## src/rtl/flag_offset_loader.sv

```systemverilog
module flag_offset_loader #(
  parameter int OFS_W   = 10,
  parameter int MAX_OFS = (1 << OFS_W) - 1
) (
  input  logic             clk,
  input  logic             mrst,
  input  logic             mode_pin,
  input  logic [1:0]       dflt_sel,
  input  logic             wr_en,
  input  logic             rd_en,
  input  logic             ser_in,
  input  logic [OFS_W-1:0] din,
  output logic [OFS_W-1:0] dout,
  output logic             dout_vld,
  output logic             serial_mode,
  output logic             fifo_access_ok,
  output logic [OFS_W-1:0] empty_ofs,
  output logic [OFS_W-1:0] full_ofs
);
  localparam int SH_W = 2 * OFS_W;
  localparam int CNT_W = $clog2(SH_W);
  localparam logic [OFS_W-1:0] MAXV = OFS_W'(MAX_OFS);
  localparam logic [CNT_W-1:0] LAST = CNT_W'(SH_W - 1);

  function automatic logic [OFS_W-1:0] clamp(input logic [OFS_W-1:0] v);
    return (v > MAXV) ? MAXV : v;
  endfunction

  function automatic logic [OFS_W-1:0] preset(input logic [2:0] code);
    int k;
    int v;
    case (code)
      3'b100:  k = 10;
      3'b010:  k = 9;
      3'b001:  k = 8;
      3'b000:  k = 7;
      3'b011:  k = 6;
      3'b110:  k = 5;
      3'b101:  k = 4;
      default: k = 3;
    endcase
    v = (1 << k) - 1;
    if (v > MAX_OFS) v = MAX_OFS;
    return OFS_W'(v);
  endfunction

  logic             prog;
  logic             wptr, rptr;
  logic [CNT_W-1:0] cnt;
  logic [SH_W-1:0]  sh;
  logic [SH_W-1:0]  sh_nxt;

  assign prog           = ~mode_pin & ~mrst;
  assign fifo_access_ok = mode_pin & ~mrst;
  assign sh_nxt         = {ser_in, sh[SH_W-1:1]};

  always_ff @(posedge clk) begin
    if (mrst) begin
      serial_mode <= mode_pin;
      empty_ofs   <= preset({mode_pin, dflt_sel});
      full_ofs    <= preset({mode_pin, dflt_sel});
      wptr        <= 1'b0;
      rptr        <= 1'b0;
      cnt         <= '0;
      sh          <= '0;
      dout        <= '0;
      dout_vld    <= 1'b0;
    end else begin
      dout_vld <= prog & rd_en;
      if (prog && rd_en) begin
        dout <= rptr ? full_ofs : empty_ofs;
        rptr <= ~rptr;
      end
      if (prog && wr_en) begin
        if (serial_mode) begin
          sh <= sh_nxt;
          if (cnt == LAST) begin
            cnt       <= '0;
            empty_ofs <= clamp(sh_nxt[OFS_W-1:0]);
            full_ofs  <= clamp(sh_nxt[SH_W-1:OFS_W]);
          end else begin
            cnt <= cnt + 1'b1;
          end
        end else begin
          if (wptr) full_ofs <= clamp(din);
          else      empty_ofs <= clamp(din);
          wptr <= ~wptr;
        end
      end
    end
  end

  AST_MODE_HELD: assert property (@(posedge clk) disable iff (mrst)
    1'b1 |=> $stable(serial_mode));
  AST_OFS_IN_RANGE: assert property (@(posedge clk) disable iff (mrst)
    (empty_ofs <= MAXV) && (full_ofs <= MAXV));
  AST_CLOSED_NO_CHANGE: assert property (@(posedge clk) disable iff (mrst)
    mode_pin |=> $stable(empty_ofs) && $stable(full_ofs));
  AST_READ_VALID: assert property (@(posedge clk) disable iff (mrst)
    (!mode_pin && rd_en) |=> dout_vld);
  AST_PAR_ONE_REG: assert property (@(posedge clk) disable iff (mrst)
    (!serial_mode && !mode_pin && wr_en) |=> ($stable(empty_ofs) || $stable(full_ofs)));
endmodule

```

## config.mk

```make
export PLATFORM = sky130hd
export DESIGN_NAME = flag_offset_loader
export DESIGN_NICKNAME = d
export VERILOG_FILES = /design/src/rtl/flag_offset_loader.sv
export SDC_FILE = /design/constraint.sdc
export NUM_CORES = 1
export LEC_CHECK = 0
export ABC_AREA = 0
export CAP_MARGIN = 5
export CORE_ASPECT_RATIO = 1.75
export CORE_MARGIN = 5
export CORE_UTILIZATION = 57
export DETAILED_ROUTE_END_ITERATION = 6
export PLACE_DENSITY = 0.93
export SETUP_SLACK_MARGIN = 0.15
export SKIP_CTS_REPAIR_TIMING = 1
export SLEW_MARGIN = 20
export SYNTH_ARGS = -nofsm -noshare
export SYNTH_HDL_FRONTEND = slang
export SYNTH_SLANG_ARGS = --single-unit
```

## constraint.sdc

```tcl
create_clock -name clk -period 6.1 [get_ports clk]
set_clock_uncertainty 0.15 [all_clocks]
set_input_delay 0.915 -clock clk [delete_from_list [all_inputs] [get_ports clk]]
set_output_delay 0.915 -clock clk [all_outputs]
set_load 0.05 [all_outputs]
```

* Yosys cells after proc, flatten, opt, wreduce, memory -nomap -nowiden
Cells that the tools add are included.
** Storage, ports and cells
- Register bits :: 59
- Input port bits :: 18
- Word-level logic and storage cells :: 60
** Cells by class
- Add/subtract/negate cells :: 2
- Magnitude comparators :: 4
- Equal/unequal tests :: 9
- Shift operators :: 1
- Multiplexer cells :: 18
- Bitwise operators :: 8
- Reductions and logical operators :: 9
** Operators with widths (number)
- $mux W10 :: 15
- $gt A32 B11 Y1 const B :: 1
- $mux W32 :: 1
- $shl A1 B32 Y32 const A :: 1
- $sub A32 B2 Y32 const B :: 1
- $gt A10 B10 Y1 const B :: 3
- $pmux W4 S7 :: 1
- $eq A3 B3 Y1 const B :: 3
- $eq A3 B2 Y1 const B :: 2
- $reduce_and A3 Y1 :: 2
- $add A5 B1 Y5 const B :: 1
- $eq A5 B5 Y1 const B :: 1
- $mux W5 :: 1
- $not A1 Y1 :: 5
- $reduce_and A2 Y1 :: 2
- $and A1 B1 Y1 :: 3
- $eq A3 B1 Y1 const B :: 1
- $logic_not A3 Y1 :: 1
- $ne A3 B2 Y1 const B :: 1
- $ne A3 B3 Y1 const B :: 1
- $reduce_bool A3 Y1 :: 1
- $logic_and A1 B1 Y1 :: 2
- $reduce_bool A2 Y1 :: 1

* Depth between registers and ports, before layout
- Depth in word-level cells :: 8
- Gate-level depth with buffers :: 12
- Gate-level depth less buffers :: 11

* Least setup slack after synthesis
OpenSTA, ideal clock, no wires.
- Path type :: in2reg
- Start point :: input port dflt_sel[1]
- End point :: register empty_ofs[5], data pin
- Setup time :: 267 ps
- Data arrival time :: 3224 ps
- Setup slack :: 2459 ps
- Stages :: 12
- Buffers on the path :: 1
- Cell sequence :: inv_1 > ha_1 > buf_4 > nor3_1 > or2_2 > or4_1 > ha_1 > nand2_1 > a21oi_2 > a32oi_4 > a2111oi_4 > a21oi_1
** Between the ends
- Cells in the longest elaborated chain, start to end :: 8
- Elaborated cells between the ends (all ways) :: 14
** Ends and longest elaborated chain
- start, declared :: line 8 : input logic [1:0] dflt_sel,
- $eq A3 B3 Y1, or another cell as far along :: line 32 : case (code)
- $pmux W4 S7 * :: line 32
- $mux W32 * :: line 58 : if (mrst) begin
- $shl A1 B32 Y32 * :: line 42 : v = (1 << k) - 1;
- $sub A32 B2 Y32 * :: line 42
- $gt A32 B11 Y1 :: line 43 : if (v > MAX_OFS) v = MAX_OFS;
- $mux W10 * :: line 43
- $mux W10 * :: line 58
- end signal, assigned :: line 60 : empty_ofs <= preset({mode_pin, dflt_sel});
- end signal, assigned :: line 79 : empty_ofs <= clamp(sh_nxt[OFS_W-1:0]);
- end signal, assigned :: line 86 : else empty_ofs <= clamp(din);
- end, declared :: line 17 : output logic [OFS_W-1:0] empty_ofs,
Mark *: on every way between the ends. The rest lies on a longest branch, timed or not. The select of a mux whose other input is x is not followed.
A chain may end at the register's enable or synchronous reset.

* Final worst setup path
- Start point :: input port dflt_sel[0]
- End point :: register full_ofs[5], data pin
** Between the ends
- Cells in the longest elaborated chain, start to end :: 8
- Elaborated cells between the ends (all ways) :: 14
** Ends and longest elaborated chain
- $eq A3 B3 Y1, or another cell as far along :: line 32
- $pmux W4 S7 * :: line 32
- $mux W32 * :: line 58
- $shl A1 B32 Y32 * :: line 42
- $sub A32 B2 Y32 * :: line 42
- $gt A32 B11 Y1 :: line 43
- $mux W10 * :: line 43
- $mux W10 * :: line 58
- end signal, assigned :: line 61 : full_ofs <= preset({mode_pin, dflt_sel});
- end signal, assigned :: line 80 : full_ofs <= clamp(sh_nxt[SH_W-1:OFS_W]);
- end signal, assigned :: line 85 : if (wptr) full_ofs <= clamp(din);
- end, declared :: line 18 : output logic [OFS_W-1:0] full_ofs
Marked as above.

==> impl_metrics.sql <==
INSERT INTO impl_metrics (metric_group, metric, value, unit) VALUES
('status', 'run_status', 'finished clean', ''),
('floorplan', 'die_x', '64.64', 'um'),
('yosys', 'ys_async_sr_fraction', '0', '%'),
('yosys', 'synth.ff_latch_count', '58', ''),
('yosys', 'synth_area', '2978', 'um^2'),
('layout', 'design.final.nets', '408', ''),
('detailed_routing', 'viasPerCell', '5.844', ''),
('placed_design', 'post-dp-hpwl', '5174', 'um'),
('timing', 'final.period_utilization', '71.39', '%'),
('floorplan', 'dieHeight', '105.6', 'um'),
('power_and_ir_drop', 'share_comb_of_total_power', '22.6', '%'),
('yosys', 'yosys_most_used_dff', 'sky130_fd_sc_hd__dfxtp_1', ''),
('yosys', 'synth.most_common_cell', 'sky130_fd_sc_hd__nand2_1', ''),
('clocking', 'tritoncts.num_buffers', '9', ''),
('yosys', 'synth.top_cells.by_area', 'sky130_fd_sc_hd__dfxtp_1 25%, sky130_fd_sc_hd__edfxtp_1 21%, sky130_fd_sc_hd__a21oi_1 8.7%, sky130_fd_sc_hd__nand2_1 8.7%, sky130_fd_sc_hd__mux2i_1 3.7%', ''),
('detailed_routing', 'route.detailed.drc', '0', ''),
('detailed_routing', 'ant_nets', '0', ''),
('layout', 'filler_cell_count', '366', ''),
('power_and_ir_drop', 'power_report.internal_total', '701.7', 'uW'),
('grt', 'globalRoute.totalOverflow', '0', ''),
('job', 'drv.max_cap_violation_count', '0', ''),
('floorplan', 'placement_rows', '34', ''),
('clocking', 'clockRootBuffer', 'sky130_fd_sc_hd__clkbuf_8', ''),
('setup_path', 'cp_max_fo', '10', ''),
('layout', 'n_antenna_cell', '0', ''),
('grt', 'grt.total_usage', '21.48', '%'),
('timing', 'report.final.slew_viol_count', '0', ''),
('setup_path', 'startpoint', 'dflt_sel[0]', ''),
('power_and_ir_drop', 'power.clock.fraction', '34.0', '%'),
('power_and_ir_drop', 'vdd_ir_drop_max', '0.0001930', 'V'),
('timing', 'max_freq', '229.6', 'MHz'),
('power_and_ir_drop', 'overall_power_after_layout', '1.009', 'mW'),
('setup_path', 'reg2reg_depth', '4', ''),
('setup_path', 'timing.critical_path.slowest_stage_cell', 'sky130_fd_sc_hd__clkdlybuf4s50_1', ''),
('clocking', 'numClockSinks', '58', ''),
('timing', 'timing.setup.tns', '0', 'ns'),
('setup_path', 'max_stage_delay', '0.52', 'ns'),
('detailed_routing', 'detailedRoute.firstIterationViolations', '157', ''),
('placed_design', 'routabilityCongestion', '0.9540', ''),
('timing', 'timing.final.setup_violations', '0', ''),
('hold_path', 'min_path_cells', '2', ''),
('clocking', 'cts_tree', 'yes', ''),
('detailed_routing', 'drt_pass1_iterations', '5', ''),
('setup_path', 'path_class', 'input port to flop', ''),
('setup_path', 'data_required_time_at_the_worst_endpoint', '6.02', 'ns'),
('grt', 'first_global_vias', '2472', ''),
('placed_design', 'placement.io_buffers', '50', ''),
('setup_path', 'arrival', '4.28', 'ns'),
('setup_path', 'critical_path.cell_chain', 'clkdlybuf4s50_1, inv_1, ha_1, nor3_1, or2_2, or4_1, ha_1, nand2_1, a21oi_2, a32oi_4, a2111oi_4, a21oi_1', ''),
('layout', 'post_route_cells_drive_above_1_share', '7.990', '%'),
('timing', 'crit_path_time_final', '4.355', 'ns'),
('clocking', 'cts_max_level', '3', ''),
('setup_path', 'crit_end', 'full_ofs[5]$_DFFE_PP_', ''),
('grt', 'grt_antenna_before_repair', '0', ''),
('floorplan', 'starting_density_of_the_core', '59.32', '%'),
('clocking', 'worstSkewPairLatency', '0.33', 'ns'),
('yosys', 'fraction_of_synthesized_cell_area_taken_by_the_top_area_cell_type', '24.87', '%'),
('power_and_ir_drop', 'sw_frac_of_total', '30.48', '%'),
('detailed_routing', 'wl', '7090', 'um'),
('detailed_routing', 'wire_per_inst', '16.04', 'um'),
('layout', 'area_growth_syn_to_layout', '22.86', '%'),
('yosys', 'synth.avg_cell_area', '8.733', 'um^2'),
('detailed_routing', 'num_vias', '2583', ''),
('yosys', 'netlist-cell-type-count', '46', ''),
('power_and_ir_drop', 'switchingPower', '307.6', 'uW'),
('setup_path', 'worstSetupStartpointType', 'input port', ''),
('clocking', 'clk_path_buf_depth', '2', ''),
('grt', 'grt_pass1_wl', '11450', 'um'),
('yosys', 'synthCells', '341', ''),
('power_and_ir_drop', 'leakage_power_of_the_design', '1.296', 'nW'),
('setup_path', 'critical-path-top-cell-by-count', 'sky130_fd_sc_hd__ha_1', '');
==> kinds of logic after synthesis <==
family | after synthesis | synth area share (%)
simple gates | 132 | 20.17
compound gates | 96 | 20.63
flops | 58 | 46.05
buf+inv | 30 | 4.538
mux | 12 | 4.076
fa+ha+maj | 7 | 2.941
xor+xnor | 5 | 1.471
other cells | 1 | 0.1259
==> worst max-delay path: cells and delay by family <==
kind | cells | cell delay, ns
AND/OR/NAND/NOR | 4 | 0.99
buffers and inverters | 2 | 0.67
adder cells (fa/ha/maj) | 2 | 0.72
AO/OA/AOI/OAI | 4 | 0.97
==> sequential cells by signal, indices dropped and copies added (netlist names) <==
register and cells:
dout 10, wptr 1, empty_ofs 10, cnt 5, dout_vld 1, sh 19
serial_mode 1, rptr 1, full_ofs 10
==> power by group through the flow <==
| stage | Combinational (mW) | Sequential, mW | Clock [mW] |
|---|---|---|---|
| floorplan | 0.0945 | 0.507 | 0 |
| global placement | 0.222 | 0.446 | 0 |
| detailed placement | 0.225 | 0.447 | 0 |
| CTS | 0.226 | 0.439 | 0.347 |
| global route | 0.241 | 0.441 | 0.364 |
| finish | 0.228 | 0.438 | 0.343 |
==> layout make-up <==
class,count,area (um^2),area share (%)
clock buffer,11,141.4,3.865
inverter,7,26.28,0.7182
multi-input combinational,254,1480,40.46
timing repair buffer,53,518.0,14.16
clock inverter,5,53.80,1.471
sequential,58,1371,37.48
tap,54,67.56,1.847
==> cells in the final DEF, fill, tap and decap left out, drive strengths merged, types with 3 or more instances in the layout <==
cell type and count:
xnor2 5, clkdlybuf4s50 49, a21oi 53, nor3 14, nand2 69, mux2i 11
edfxtp 21, inv 7, a211oi 13, clkbuf 11, nand2b 5, o21ai 9
a21o 6, dfxtp 37, and2 4, nor2 21, ha 7, buf 4
o22ai 3, nand4 4, nor2b 4
==> through the flow <==
step | instances | area [um^2] | util [%] | worst slack, ns | hold WS (ns)
floorplan | 342 | 2982 | - | 2.459 | 0.2866
global placement | 426 | 3463 | 68.99 | 1.543 | 0.2954
detailed placement | 426 | 3463 | 68.99 | 1.459 | 0.3047
CTS | 442 | 3659 | 72.88 | 1.807 | 0.3146
global route | 442 | 3659 | 72.88 | 1.567 | 0.3428
finish | 442 | 3659 | 72.88 | 1.745 | 0.3175
==> worst min-delay path by stage <==
stage | start | slack (ns) | to
3_5_place_dp | sh[1]$_SDFFE_PP0P_ | 0.30 | sh[1]$_SDFFE_PP0P_
4_1_cts | sh[1]$_SDFFE_PP0P_ | 0.31 | sh[1]$_SDFFE_PP0P_
5_1_grt | sh[1]$_SDFFE_PP0P_ | 0.34 | sh[1]$_SDFFE_PP0P_
2_1_floorplan | sh[1]$_SDFFE_PP0P_ | 0.29 | sh[1]$_SDFFE_PP0P_
6_report | sh[1]$_SDFFE_PP0P_ | 0.32 | sh[1]$_SDFFE_PP0P_
3_3_place_gp | sh[1]$_SDFFE_PP0P_ | 0.30 | sh[1]$_SDFFE_PP0P_
==> metal layers <==
| layer | vias up | wire [um] | GRT usage, % | share of wire [%] |
|---|---|---|---|---|
| met4 | 0 | 232 | 11.35 | 3.3 |
| li1 | 1284 | - | - | - |
| met3 | 21 | 331 | 4.899 | 4.7 |
| met1 | 1190 | 2762 | 22.96 | 39 |
| met5 | - | 0 | 0 | 0 |
| met2 | 88 | 3764 | 38.39 | 53 |
Note: power is estimated with default switching activity, not from simulation.
